### src/rtl/uart_frame_tx.sv
module uart_frame_tx #(
  parameter int TICKS_PER_BIT = 1,
  parameter int FIFO_DEPTH    = 4
) (
  input  logic       clk,
  input  logic       rst_n,
  input  logic       baud_tick,
  input  logic [8:0] wr_data,
  input  logic       wr_valid,
  output logic       wr_ready,
  input  logic [1:0] len_code,
  input  logic       par_en,
  input  logic       par_odd,
  input  logic       fifo_en,
  input  logic       idle_req,
  input  logic       brk_req,
  output logic       busy,
  output logic       tx
);
  localparam int PW = (FIFO_DEPTH > 1) ? $clog2(FIFO_DEPTH) : 1;
  localparam int CW = $clog2(FIFO_DEPTH + 1);
  localparam int TW = (TICKS_PER_BIT > 1) ? $clog2(TICKS_PER_BIT) : 1;
  localparam int FW = 12;

  logic [8:0]    mem [FIFO_DEPTH];
  logic [PW-1:0] rd_ptr, wr_ptr;
  logic [CW-1:0] count;
  logic          idle_pend, brk_pend, active;
  logic [FW-1:0] shreg, frame;
  logic [3:0]    bits_left, frame_bits, nd;
  logic [TW-1:0] tick_cnt;
  logic          start, pop, push, par;
  logic [8:0]    word;

  assign wr_ready = fifo_en ? (count < CW'(FIFO_DEPTH)) : (count == '0);
  assign push     = wr_valid && wr_ready;
  assign start    = !active && baud_tick && (brk_pend || idle_pend || count != '0);
  assign pop      = start && !brk_pend && !idle_pend;
  assign busy     = active;
  assign tx       = active ? shreg[0] : 1'b1;
  assign word     = mem[rd_ptr];

  always_comb begin
    case (len_code)
      2'b01:   nd = 4'd9;
      2'b10:   nd = 4'd7;
      default: nd = 4'd8;
    endcase
    par = par_odd;
    for (int i = 0; i < 8; i++)
      if (i < int'(nd) - 1) par = par ^ word[i];
    frame      = '1;
    frame_bits = nd + 4'd2;
    if (brk_pend) begin
      frame          = '0;
      frame[nd + 2]  = 1'b1;
      frame_bits     = nd + 4'd3;
    end else if (!idle_pend) begin
      frame[0] = 1'b0;
      for (int i = 0; i < 9; i++)
        if (i < int'(nd))
          frame[1 + i] = (par_en && i == int'(nd) - 1) ? par : word[i];
    end
  end

  always_ff @(posedge clk or negedge rst_n) begin
    if (!rst_n) begin
      rd_ptr <= '0;
      wr_ptr <= '0;
      count  <= '0;
    end else begin
      if (push) wr_ptr <= (wr_ptr == PW'(FIFO_DEPTH - 1)) ? '0 : wr_ptr + 1'b1;
      if (pop)  rd_ptr <= (rd_ptr == PW'(FIFO_DEPTH - 1)) ? '0 : rd_ptr + 1'b1;
      count <= count + CW'(push) - CW'(pop);
    end
  end

  always_ff @(posedge clk) begin
    if (push) mem[wr_ptr] <= wr_data;
  end

  always_ff @(posedge clk or negedge rst_n) begin
    if (!rst_n) begin
      brk_pend  <= 1'b0;
      idle_pend <= 1'b0;
    end else begin
      if (start && brk_pend) brk_pend <= 1'b0;
      else if (start && idle_pend) idle_pend <= 1'b0;
      if (brk_req)  brk_pend  <= 1'b1;
      if (idle_req) idle_pend <= 1'b1;
    end
  end

  always_ff @(posedge clk or negedge rst_n) begin
    if (!rst_n) begin
      active    <= 1'b0;
      shreg     <= '1;
      bits_left <= '0;
      tick_cnt  <= '0;
    end else if (start) begin
      active    <= 1'b1;
      shreg     <= frame;
      bits_left <= frame_bits;
      tick_cnt  <= '0;
    end else if (active && baud_tick) begin
      if (tick_cnt == TW'(TICKS_PER_BIT - 1)) begin
        tick_cnt <= '0;
        if (bits_left == 4'd1) begin
          active <= 1'b0;
        end else begin
          shreg     <= {1'b1, shreg[FW-1:1]};
          bits_left <= bits_left - 4'd1;
        end
      end else begin
        tick_cnt <= tick_cnt + 1'b1;
      end
    end
  end
endmodule


### config.mk
export PLATFORM = sky130hd
export DESIGN_NAME = uart_frame_tx
export DESIGN_NICKNAME = d
export VERILOG_FILES = /design/src/rtl/uart_frame_tx.sv
export SDC_FILE = /design/constraint.sdc
export NUM_CORES = 1
export LEC_CHECK = 0
export ABC_AREA = 1
export BUFFER_PORTS_ARGS = -buffer_cell sky130_fd_sc_hd__buf_2
export CELL_PAD_IN_SITES_DETAIL_PLACEMENT = 1
export CELL_PAD_IN_SITES_GLOBAL_PLACEMENT = 1
export CORE_AREA = 2 2 95 97
export DETAILED_ROUTE_END_ITERATION = 12
export DIE_AREA = 0 0 97 99
export GPL_TIMING_DRIVEN = 0
export PLACE_DENSITY = 0.75
export SLEW_MARGIN = 20
export SYNTH_ARGS = -nofsm -noshare
export SYNTH_HDL_FRONTEND = slang
export SYNTH_SLANG_ARGS = --single-unit
### constraint.sdc
create_clock -name clk -period 2.6 [get_ports clk]
set_input_delay 0.39 -clock clk [delete_from_list [all_inputs] [get_ports clk]]
set_output_delay 0.39 -clock clk [all_outputs]
set_load 0.01 [all_outputs]
== Word-level counts from Yosys, hierarchy flattened ==
Memories as Yosys holds them, arrays and structs flattened.
Index checks and enable logic that the tools add are counted.
Cells by class
  add/sub/neg operators: 10
  multipliers: 0
  divide/modulo/power cells: 0
  $lt $le $gt $ge: 20
  eq/ne operators: 16
  shift operators: 0
  multiplexer cells: 59
  bitwise gates (word level): 8
  reductions and logical operators: 33
Operator list (count)
  12-bit two-way mux: 4
  1-bit two-way mux: 43
  32-bit zero test: 1
  4-bit by 5-bit equality test with 1-bit output (first input constant): 4
  4-bit by 5-bit < comparator with 1-bit output (first input constant): 4
  10-bit two-way mux: 2
  4-bit two-way mux: 5
  1-bit logical AND: 18
  3-bit by 4-bit < comparator with 1-bit output (first input constant): 4
  3-bit by 5-bit equality test with 1-bit output (first input constant): 2
  3-bit by 5-bit < comparator with 1-bit output (first input constant): 2
  4-bit by 2-bit adder with 4-bit output (second input constant): 2
  1-bit by 4-bit < comparator with 1-bit output (first input constant): 2
  2-bit by 4-bit < comparator with 1-bit output (first input constant): 2
  4-bit case mux with 2 select lines: 1
  2-bit nonzero test: 4
  1-bit bitwise XOR: 8
  2-bit equality test (second input constant): 3
  2-bit two-way mux: 3
  3-bit AND reduction: 2
  4-bit by 2-bit adder with 5-bit output (second input constant): 1
  2-bit by 5-bit equality test with 1-bit output (first input constant): 1
  5-bit equality test (first input constant): 1
  5-bit by 1-bit greater-or-equal comparator with 1-bit output (second input constant): 1
  21 further kinds: 26
Word-level totals
  bits in registers: 27
  bits in latches: 0
  memory bits (writable): 36
  memory bits (read-only): 0
  word-level logic and storage cells: 156
  memories: 1
Memories
  mem: depth 4, bits a word 9, rd ports 1, clocked after Yosys merged registers in 0, write ports 1, line 25  | logic [8:0] mem [FIFO_DEPTH];

== Longest topological paths before layout ==
  word-level depth: 24
  depth in mapped cells: 20
  gate-level depth less buffers: 20

== Worst setup path after synthesis ==
No wires, ideal clock.
  path type: reg-to-reg
  start: register count[1]
  end: register count[2]
  library setup time: 0.123 ns
  data arrival time: 2.246 ns
  required time: 2.477 ns
  slack: 0.232 ns
  cell stages (with the launch flop): 15
  buffers on the path: 2
  cells stage by stage: dfrtp_1 > nor3_1 > nand2_1 > nand2_1 > buf_2 > nor2_1 > buf_2 > nand2_1 > inv_1 > ha_1 > inv_1 > ha_1 > inv_1 > fa_1 > xnor2_1
Between the ends
  word-level cells in the longest chain between the ends: 6
  elaborated cells between the ends (all ways): 11
Ends and longest elaborated chain
  from (decl): line 27  | logic [CW-1:0] count;
  from (signal assigned): line 74  | count <= count + CW'(push) - CW'(pop);
  3-bit nonzero test: line 37  | assign start = !active && baud_tick && (brk_pend || idle_pend || count != '0);
  1-bit logical OR: line 37
  1-bit logical AND: line 37
  1-bit logical AND (2 in a row): line 38  | assign pop = start && !brk_pend && !idle_pend;
  via pop: line 32  | logic start, pop, push, par;
  3-bit by 1-bit subtractor with 3-bit output: line 74
The timed path passes the listed nets, and every way through them passes these cells.
A chain may end at the register's enable or synchronous reset.

== Worst setup path in the final report ==
  start: register idle_pend
  end: register count[2]
Between the ends
  word-level cells in the longest chain between the ends: 6
  elaborated cells between the ends (all ways): 7
Ends and longest elaborated chain
  from (decl): line 28  | logic idle_pend, brk_pend, active;
  from (signal assigned): line 85  | idle_pend <= 1'b0;
  from (signal assigned): line 88  | else if (start && idle_pend) idle_pend <= 1'b0;
  from (signal assigned): line 90  | if (idle_req) idle_pend <= 1'b1;
  1-bit logical OR (2 in a row): line 37
  1-bit logical AND: line 37
  1-bit logical AND: line 38
  1-bit logical AND (*): line 38
  via pop: line 32
  3-bit by 1-bit subtractor with 3-bit output (*): line 74
Mark *: on every way through the listed nets, which the timed path passes. The rest lies on a longest branch.

==> results by stage <==
Clock tree:
- TritonCTS built the clock tree.
- The maximum buffer depth of the clock tree is 2.
- The clock reaches the later pin of the worst-skew pair after roughly 0.34 ns.
- The clock drives 62 sinks.
- The deepest level of the CTS H-tree is 3.
- The clock transition at the registers of the reported paths is 0.08 ns.
- The clock root buffer master is clkbuf_8.
- TritonCTS created 9 clock buffers.
- The number of hold buffers added after CTS was 0.

Status:
- The flow ran to the end, and the final reports show no timing, DRC or antenna violations.

GRT:
- Entering global routing, the biggest net connects 27 pins.
- The global-route wire length before repair is 13.1 mm.
- Global routing used ~17% of the available tracks.
- Global routing finished with a remaining overflow of 0.
- The via count of the first global-routing pass was 2,756.
- The number of antenna violations at the first check in global routing is 0.

Synthesis:
- For this run, the number of Yosys warnings is 0.
- After synthesis, the mean cell area works out to approximately 8.8 µm².
- In the synthesized netlist, the number of instances is 380.
- The number of nets in the synthesized netlist is about 420.
- After synthesis, the netlist uses 36 different library cells.
- After synthesis the cells add up to about 3300 µm².
- Summing the sequential cell areas from Yosys gives 52.3% of the chip area.
- Counting flops and latches in the post-synthesis netlist gives 62.

Setup path:
- For the worst setup path, the data required time is 2.82 ns.
- The type of origin of the critical path is a flip-flop.
- In this run the worst path has a maximum fanout of 5.
- Data on the critical path arrives at its endpoint at 2.64 ns.
- The worst setup path is captured at a flip-flop.
- The start-to-end type of the worst setup path is flip-flop to flip-flop.

Drt:
- The antenna violation net count after detailed routing is 0.
- The final layout contains routed wiring with a total length of 7.84 mm.
- The detailed-routing iteration count for the pre-antenna-repair pass is 4.
- The per-cell routed wire length is 14.8 µm.
- The post-detailed-route DRC marker count is 0.
- The number of vias after detailed routing is approximately 2,600.
- For this block, the initial DRC count from the detailed router was 47.
- The per-cell via count in the routed design is 4.92.

Timing:
- The maximum frequency from static timing analysis is ~410 MHz.
- The worst path uses 92.9% of the clock period.
- The post-layout worst setup margin is between 0.15 and 0.2 ns.
- The clock arrives with 0.0145 ns of skew.
- The number of endpoints failing setup at the final stage is 0.
- Measured against its own limit, the worst slew margin works out to between 30 and 40%.
- The total negative setup slack is 0 ns.
- The count of final hold-check violations is 0.
- The count of final max-slew check failures is 0.
- The shortest clock period the worst path allows after layout is 2.42 ns.
- Setup repair after global routing left no endpoint under its margin.
- The transition time of the tightest slew-check pin is 0.943 ns.

Final layout:
- The most common cell after layout, fill and taps aside is nand2_1.
- The share of layout cells above drive strength 1 is 21.6%.
- The layout has 1,036 filler cells.
- The number of nets in the final layout is 452.
- The sequential cell area is around 1700 µm².
- The multi-input combinational cells in the finished layout cover a total of between 1000 and 1500 µm².
- The top cell types in the final layout, fill and taps aside, are nand2_1, inv_1, edfxtp_1, nor2_1, nand3_1.
- The core utilization of the finished layout is 44.6%.
- The final cell count without fillers is 530.
- The repair_antennas step left the layout with diodes totalling 0.
- The signed area change from the synthesized netlist to the final layout is 14.1%.

Power and ir drop:
- Across the VDD grid, the largest voltage drop is 0.408 mV.
- Dividing total power by cell area gives a power density of 853 nW/µm².
- The leakage power summed over all cells is 1.75 nW.
- The power consumption is between 0.003 and 0.004 W.

Placement:
- The estimated wirelength of the detail-placed design is approximately 5.8 mm.
- The global placer's final weighted congestion is 0.786.
- The number of input and output port buffers inserted is 22.
- The placed instance count is 510.
- The worst setup timing slack at the placement stage is -0.159 ns.

Die:
- The overall die width is 97 µm.
- The overall die height is 99 µm.
- The initial core utilization is around two fifths.
- The placement row count is 34.
- The floorplan step defined a die boundary enclosing 9600 µm².
- In this run the standard cell core region covers 8550 µm².
- The count of pins on the block boundary is 23.

Worst hold path:
- In this run the worst hold path is classified as input pin to asynchronous set/reset pin.

Job:
- The reported max-cap violation count is 0.
layout make-up:
cell class / count / area share, %
Sequential cell: 62 / 45.9
Buffer: 10 / 1.97
Timing Repair Buffer: 26 / 3.68
Tap cell: 108 / 3.54
Clock buffer: 12 / 3.81
Inverter: 52 / 5.12
Clock inverter: 4 / 0.591
Multi-Input combinational cell: 256 / 35.4
critical path, stage by stage, from the launching register on:
cell and delay (ns):
dfrtp_1 0.45, nor2_2 0.19, nand2_1 0.07, nand2_1 0.09, buf_6 0.12, nor2_1 0.05, buf_4 0.15, nand2_1 0.05
inv_1 0.08, ha_1 0.30, inv_1 0.05, ha_1 0.13, inv_1 0.05, fa_1 0.38, xnor2_1 0.14
power breakdown:
group          total, W  switching [W]  internal (W)  leakage (nW)
Clock          0.000756       0.000388      0.000368        0.0861
Combinational  0.000979       0.000607      0.000372          1.07
Sequential      0.00152       0.000148       0.00137         0.598
Total           0.00325        0.00114       0.00211          1.75
stage by stage:
stage / instance area (µm²) / hold slack (ns)
after floorplan: 3340 / 0.0944
after global placement: 3590 / 0.428
after detailed placement: 3590 / 0.432
after CTS: 3760 / 0.0528
after global routing: 3810 / 0.0807
final: 3810 / 0.0541
sequential cells by signal, indices dropped and copies added (netlist names):
register,count
busy,1
mem,36
brk_pend,1
idle_pend,1
wr_ptr,2
bits_left,4
shreg,12
rd_ptr,2
count,3
Yosys cell counts:
cell type,instances,share of area (%)
nand2_1,109,12
buf_4,2,0.45
a211oi_1,1,0.22
clkbuf_1,1,0.11
o21bai_1,2,0.45
buf_2,5,0.75
o211ai_1,2,0.45
xor2_1,1,0.26
nor2_1,29,3.3
a32o_1,1,0.30
nand2_2,8,1.5
dfrtp_1,14,10
dfstp_2,12,9.4
nand3b_1,2,0.45
nand3_1,27,4.0
conb_1,2,0.22
a21oi_1,16,2.4
buf_6,2,0.67
a31oi_1,1,0.19
inv_2,8,0.90
xnor2_1,2,0.52
inv_1,44,4.9
fa_1,1,0.60
edfxtp_1,36,32
nand3_2,7,2.1
a21boi_1,1,0.22
o311ai_0,1,0.26
nor2_2,1,0.19
a22oi_1,3,0.67
ha_1,14,5.2
nor3_1,3,0.45
a21o_1,1,0.22
a21oi_2,1,0.26
o21ai_0,17,2.5
o221ai_1,1,0.26
nand4_1,2,0.37
logic make-up after synthesis:
group	count (synthesis)	synth area share, %
adders and majority gates	15	5.84
AOI/OAI and AO/OA	48	8.46
DFF	62	52.3
other	2	0.225
buffers and inverters	62	7.82
xor gates and xnor gates	3	0.786
and+or+nand+nor	188	24.6
worst paths after layout:
check,slack [ns],to,cells after the start,startpoint
setup / recovery,0.18,count[2],14,idle_pend
hold / removal,0.05,bits_left[2],1,rst_n
setup reg to reg,0.18,count[2],14,idle_pend
hold reg to reg,0.47,shreg[2],2,shreg[2]
max in group asynchronous,2.10,count[1],1,rst_n
min in group clk,0.26,brk_pend,2,brk_req
what timing repair did:
action / 4_1_cts / 5_1_grt
gates resized for setup: 3 / 6
setup buffers: 0 / 4
pin swaps: 1 / 2
setup endpoints to repair: 2 / 2
layer usage:
layer	wire length, µm	vias to the layer above	global-route usage, %
li1	-	1308	-
met1	3560	1268	21.2
met2	3990	27	30.7
met3	197	6	3.90
met4	82	0	5.09
met5	0	-	0
No activity file was read; power rests on OpenSTA's default activity.
